===== config.mk =====
export PLATFORM = sky130hd
export DESIGN_NAME = cyc_ratio_div
export DESIGN_NICKNAME = d
export VERILOG_FILES = /design/src/rtl/cyc_div_pkg.sv /design/src/rtl/cyc_div_dp.sv /design/src/rtl/cyc_div_ctrl.sv /design/src/rtl/cyc_ratio_div.sv
export SDC_FILE = /design/constraint.sdc
export NUM_CORES = 1
export LEC_CHECK = 0
export BUFFER_PORTS_ARGS = -buffer_cell sky130_fd_sc_hd__buf_2
export CORE_AREA = 2 2 39 41
export DETAILED_ROUTE_END_ITERATION = 7
export DIE_AREA = 0 0 41 43
export PLACE_DENSITY = 0.41
export SYNTH_ARGS = -nofsm -noshare
export SYNTH_HDL_FRONTEND = slang
export SYNTH_SLANG_ARGS = --single-unit

===== constraint.sdc =====
create_clock -name clk -period 3.2 [get_ports clk]
set_input_delay 0.8 -clock clk [delete_from_list [all_inputs] [get_ports clk]]
set_output_delay 0.8 -clock clk [all_outputs]
set_load 0.1 [all_outputs]

===== src/rtl/cyc_div_pkg.sv =====
package cyc_div_pkg;
  parameter int DIV_CNT_W = 4;

  typedef struct packed {
    logic                 load;
    logic [DIV_CNT_W-1:0] loadValue;
  } divStrobes_t;
endpackage


===== src/rtl/cyc_div_dp.sv =====
module cyc_div_dp
  import cyc_div_pkg::*;
#(
  parameter int MIN_LOAD = 9
) (
  input  logic        clk,
  input  logic        rst,
  input  divStrobes_t strobes,
  output logic        termCount
);
  logic [DIV_CNT_W-1:0] cntQ;

  always_ff @(posedge clk) begin
    if (strobes.load) cntQ <= strobes.loadValue;
    else              cntQ <= cntQ + 1'b1;
  end

  assign termCount = &cntQ;


  count_range_chk: assert property (@(posedge clk) disable iff (rst)
    int'(cntQ) >= MIN_LOAD);
endmodule


===== src/rtl/cyc_div_ctrl.sv =====
module cyc_div_ctrl
  import cyc_div_pkg::*;
#(
  parameter int RATIO_0 = 3,
  parameter int RATIO_1 = 5,
  parameter int RATIO_2 = 7
) (
  input  logic        clk,
  input  logic        rst,
  input  logic        termCount,
  output divStrobes_t strobes
);
  localparam int SPAN = 1 << DIV_CNT_W;

  logic [1:0] modeQ;
  logic [1:0] modeNext;

  function automatic logic [DIV_CNT_W-1:0] loadFor(input logic [1:0] m);
    case (m)
      2'd1:    return DIV_CNT_W'(SPAN - RATIO_1);
      2'd2:    return DIV_CNT_W'(SPAN - RATIO_2);
      default: return DIV_CNT_W'(SPAN - RATIO_0);
    endcase
  endfunction

  always_comb begin
    case (modeQ)
      2'd0:    modeNext = 2'd1;
      2'd1:    modeNext = 2'd2;
      default: modeNext = 2'd0;
    endcase
  end

  always_ff @(posedge clk) begin
    if (rst)            modeQ <= 2'd0;
    else if (termCount) modeQ <= modeNext;
  end

  always_comb begin
    strobes.load      = rst | termCount;
    strobes.loadValue = rst ? loadFor(2'd0) : loadFor(modeNext);
  end


  mode_legal_chk: assert property (@(posedge clk) disable iff (rst)
    modeQ != 2'b11);


  mode_hold_chk: assert property (@(posedge clk) disable iff (rst)
    !termCount |=> $stable(modeQ));


  mode_wrap_chk: assert property (@(posedge clk) disable iff (rst)
    (termCount && modeQ == 2'd2) |=> modeQ == 2'd0);
endmodule


===== src/rtl/cyc_ratio_div.sv =====
module cyc_ratio_div
  import cyc_div_pkg::*;
#(
  parameter int RATIO_0 = 3,
  parameter int RATIO_1 = 5,
  parameter int RATIO_2 = 7
) (
  input  logic clk,
  input  logic rst,
  output logic pulseOut
);
  localparam int MAX_RATIO = (RATIO_0 > RATIO_1) ?
                             ((RATIO_0 > RATIO_2) ? RATIO_0 : RATIO_2) :
                             ((RATIO_1 > RATIO_2) ? RATIO_1 : RATIO_2);
  localparam int MIN_LOAD = (1 << DIV_CNT_W) - MAX_RATIO;

  divStrobes_t strobes;
  logic        termCount;

  cyc_div_ctrl #(
    .RATIO_0(RATIO_0), .RATIO_1(RATIO_1), .RATIO_2(RATIO_2)
  ) ctrl_i (
    .clk(clk), .rst(rst), .termCount(termCount), .strobes(strobes)
  );

  cyc_div_dp #(.MIN_LOAD(MIN_LOAD)) dp_i (
    .clk(clk), .rst(rst), .strobes(strobes), .termCount(termCount)
  );

  assign pulseOut = termCount;


  reset_quiet_chk: assert property (@(posedge clk) rst |=> !pulseOut);


  single_pulse_chk: assert property (@(posedge clk) disable iff (rst)
    pulseOut |=> !pulseOut);
endmodule


Yosys cells after proc, flatten, opt, wreduce, memory -nomap -nowiden
Index checks and enable logic that the tools add are counted.

storage, ports and cells
  input port bits = 2
  bits in registers = 6

cells by class
  muxes and demuxes = 4
  bitwise gates (word level) = 1
  equal/unequal tests = 3
  reductions and logical operators = 2
  $add $sub $neg = 1

operators with widths
  operator                                                                count
  3-bit case mux with 2 select lines                                      1
  4-bit by 1-bit adder with 4-bit output (second input constant)          1
  2-bit by 1-bit equality test with 1-bit output (second input constant)  2
  4-bit two-way mux                                                       1
  2-bit case mux with 2 select lines                                      1
  4-bit AND reduction                                                     1
  3-bit two-way mux                                                       1
  2-bit equality test (second input constant)                             1
  2-bit logical NOT                                                       1
  1-bit OR                                                                1

Longest topological paths before layout
  depth in word-level cells = 6
  gate-level depth with buffers = 4

Modules after synthesis
From an unflattened synthesis, not the netlist that was laid out.

unflattened totals
  cells, all modules = 30
  area total of the unflattened synthesis = 284.0 um^2

modules (own cells, without submodules)
  module        area each (um^2)  seq. area each (um^2)  cells each  instances
  cyc_div_dp    170.2             80.1                   16          1
  cyc_div_ctrl  113.9             40.0                   14          1

Least setup slack after synthesis
No wires, ideal clock.

  kind = register to output
  start point = register dp_i.cntQ[0]
  end point = output pulseOut
  slack = 1137 ps
  arrival time = 1263 ps
  required time = 2400 ps
  cell stages (with the launch flop) = 4
  path buffers = 0
  cells stage by stage = dfxtp_1 > ha_1 > nand3_2 > inv_1

between the ends
  longest elaborated chain between the ends = 1

RTL lines
  element                 line                 RTL
  from (decl)             cyc_div_dp.sv:11     logic [DIV_CNT_W-1:0] cntQ;
  from (signal assigned)  cyc_div_dp.sv:14     if (strobes.load) cntQ <= strobes.loadValue;
  from (signal assigned)  cyc_div_dp.sv:15     else cntQ <= cntQ + 1'b1;
  4-bit AND reduction     cyc_div_dp.sv:18     assign termCount = &cntQ;
  to (decl)               cyc_ratio_div.sv:10  output logic pulseOut

Every way passes these cells.

Worst setup path in the final report
Ends and elaborated chain as after synthesis.

==> summary.txt <==
Placed design
  – Global placement routability congestion: 0.621
  – Placed Area: 270 um2
  – Port Buffers: 2
  – Pre-CTS setup slack: 1210 ps
  – Dpl cells: 44

Power and ir drop
  – Switching pwr: 0.129 mW
  – Leak Pwr: 0.128 nW
  – Power share of the clock group: 0.232
  – Internal power: 0.178 mW
  – P per Cell Area: 1050 mW/mm2
  – Switching Fraction: 0.421
  – Seq pwr share: 0.389
  – Comb pwr share: 0.379
  – Maximum vdd ir drop: 0.298 mV

Timing
  – Slew @ Worst Pin: 483 ps
  – Final worst-path cycle share: 0.704
  – Slew Viols, Final: 0
  – Highest achievable clock rate: 0.444 GHz
  – Worst hold slack: 419 ps
  – Final Hold Vio Count: 0
  – Fin crit period: 2250 ps
  – Max_slew headroom: 0.681
  – PnR worst setup slack: 946 ps
  – Clk_skew: 2.19 ps
  – Setup violators final: 0
  – Final setup TNS: 0 ps
  – Unrepaired setup endpoints after global routing: false

Synth
  – Syn Area/Cell: 9.24 um2
  – Sequential cell area fraction in the yosys report: 0.500
  – Post-synth top area share: 0.500
  – Area of the mapped netlist: 240 um2
  – Area contributors post-synth: dfxtp_1 50%, a21oi_1 6.3%, nand2_1 6.3%
  – Syn_nets: 29
  – Cells after synthesis: 26
  – Count of cell types in the netlist: 15
  – Warning count from the yosys run: 0
  – Yosys top cell by area: dfxtp_1
  – Flops & latches, synth: 6

Global route
  – GRT Overall Usage: 0.0643
  – GRT Residual Overflow: 0
  – Maximum number of pins on one net before global-route repair: 8
  – Initial antenna violation count: 0
  – First-pass GRT wire length: 703 um
  – Vias in the first global route: 172

Clock network
  – CTS Buf Count: 3
  – Post-CTS setup buffers: 0
  – Bufs on Longest Clock Path: 2
  – Hold_buf cts: 0
  – CTS root buf: clkbuf_4
  – Clk_lat worst skew: 240 ps
  – Clock slew at reported path FFs: 50 ps
  – CTS H-Tree Depth: 1
  – Clock sink count: 6
  – Cts repair resizes: 0
  – CTS tree: done

Outcome
  – Status: finished clean

Worst setup path
  – Crit-path max FO: 7
  – Crit path kind: reg -> out
  – Type of origin of the critical path: flip-flop
  – CP endpoint kind: primary output
  – Critical path arrival: 1450 ps
  – Worst path required time: 2400 ps

Cells and area
  – Synthesis-to-layout area growth: 21.9%
  – Post-Layout Cell Count: 47
  – Fraction of layout cells with a size suffix above 1: 0.226
  – Ant diodes: 0
  – Final nets: 36
  – Final instance area: 293 um2

Hold path
  – HP Class: reg -> reg

Floorplan
  – Core Rows: 14
  – Die Height: 43 um
  – Core Region: 0.00138 mm2
  – I/O Pins: 3
  – Die width: 41 um
  – Die ar.: 0.00176 mm2
  – Initial Util: 0.174

Routing
  – 1st-iter DRT viols: 2
  – Post-DRT Antenna Nets: 0
  – DR WL/cell: 9.15 um
  – First-pass DRT Iterations: 2
  – Post-DR vias/cell: 4.09
  – Total Wirelength: 430 um
  – DR vias: 192
  – DRC viols: 0

Flow run
  – Max_cap viols: 0
-- synth_stat cells, drive strengths merged --
| library cell | number |
|---|---|
| or3 | 1 |
| o21bai | 1 |
| or3b | 1 |
| nor3 | 1 |
| nand2 | 4 |
| inv | 1 |
| a31oi | 1 |
| a21oi | 4 |
| nand3 | 1 |
| and3 | 1 |
| nand3b | 1 |
| dfxtp | 6 |
| nor2 | 2 |
| ha | 1 |
-- cell type report --
class | count | area (um2)
Tap cell | 16 | 20.0
Multi-Input combinational cell | 19 | 116
Clock buffer | 3 | 22.5
Inverter | 1 | 3.75
Sequential cell | 6 | 120
Fill cell | 150 | 1090
Timing Repair Buffer | 2 | 10.0
-- worst paths after layout --
path / endpoint / from / slack, ps / cells after the start
setup reg to reg: ctrl_i.modeQ[1] / dp_i.cntQ[0] / 1900 / 4
hold / removal: dp_i.cntQ[0] / dp_i.cntQ[0] / 420 / 1
hold reg to reg: dp_i.cntQ[0] / dp_i.cntQ[0] / 420 / 1
setup / recovery: pulseOut / dp_i.cntQ[0] / 950 / 4
-- cell families after synthesis --
family	share of synthesized area
AOI/OAI and AO/OA	0.156
and+or+nand+nor	0.276
adders and majority gates	0.0521
DFF	0.500
buffers and inverters	0.0156
-- critical path: stages (launching register included) --
cell	delay (ps)
dfxtp_1	340
ha_1	220
nand3_2	150
inv_1	80
buf_2	420
-- per-layer routing --
metal / part of all wire / GRT usage
met4: 0 / 0.0800
met5: 0 / 0
met1: 0.45 / 0.0742
met3: 0.033 / 0.0157
met2: 0.52 / 0.0813
-- through the flow --
stage / power [mW] / util
floorplan: 0.216 / -
global placement: 0.232 / 0.195
detailed placement: 0.238 / 0.195
CTS: 0.312 / 0.212
global route: 0.331 / 0.212
finish: 0.307 / 0.212
-- power by group through the flow --
stage,Combinational [mW],Sequential [mW],Clock [mW]
after floorplan,0.0997,0.116,0
after global placement,0.113,0.119,0
after detailed placement,0.117,0.121,0
after CTS,0.117,0.119,0.0760
after global routing,0.130,0.122,0.0792
final,0.116,0.119,0.0711
-- placed cells by master (no fill, tap or decap) --
cell type  Yosys  final
a21oi_1        3      3
a21oi_2        1      1
a31oi_1        1      1
and3_1         1      1
buf_2          0      2
clkbuf_4       0      3
dfxtp_1        6      6
ha_1           1      1
inv_1          1      1
nand2_1        4      4
nand3_2        1      1
nand3b_1       1      1
nor2_1         2      2
nor3_1         1      1
o21bai_1       1      1
or3_1          1      1
or3b_1         1      1
-- sequential cells by signal, indices dropped and copies added, names as in the netlist --
name and cells:
dp_i.cntQ 4, ctrl_i.modeQ 2
No activity file was read; power rests on OpenSTA's default activity.
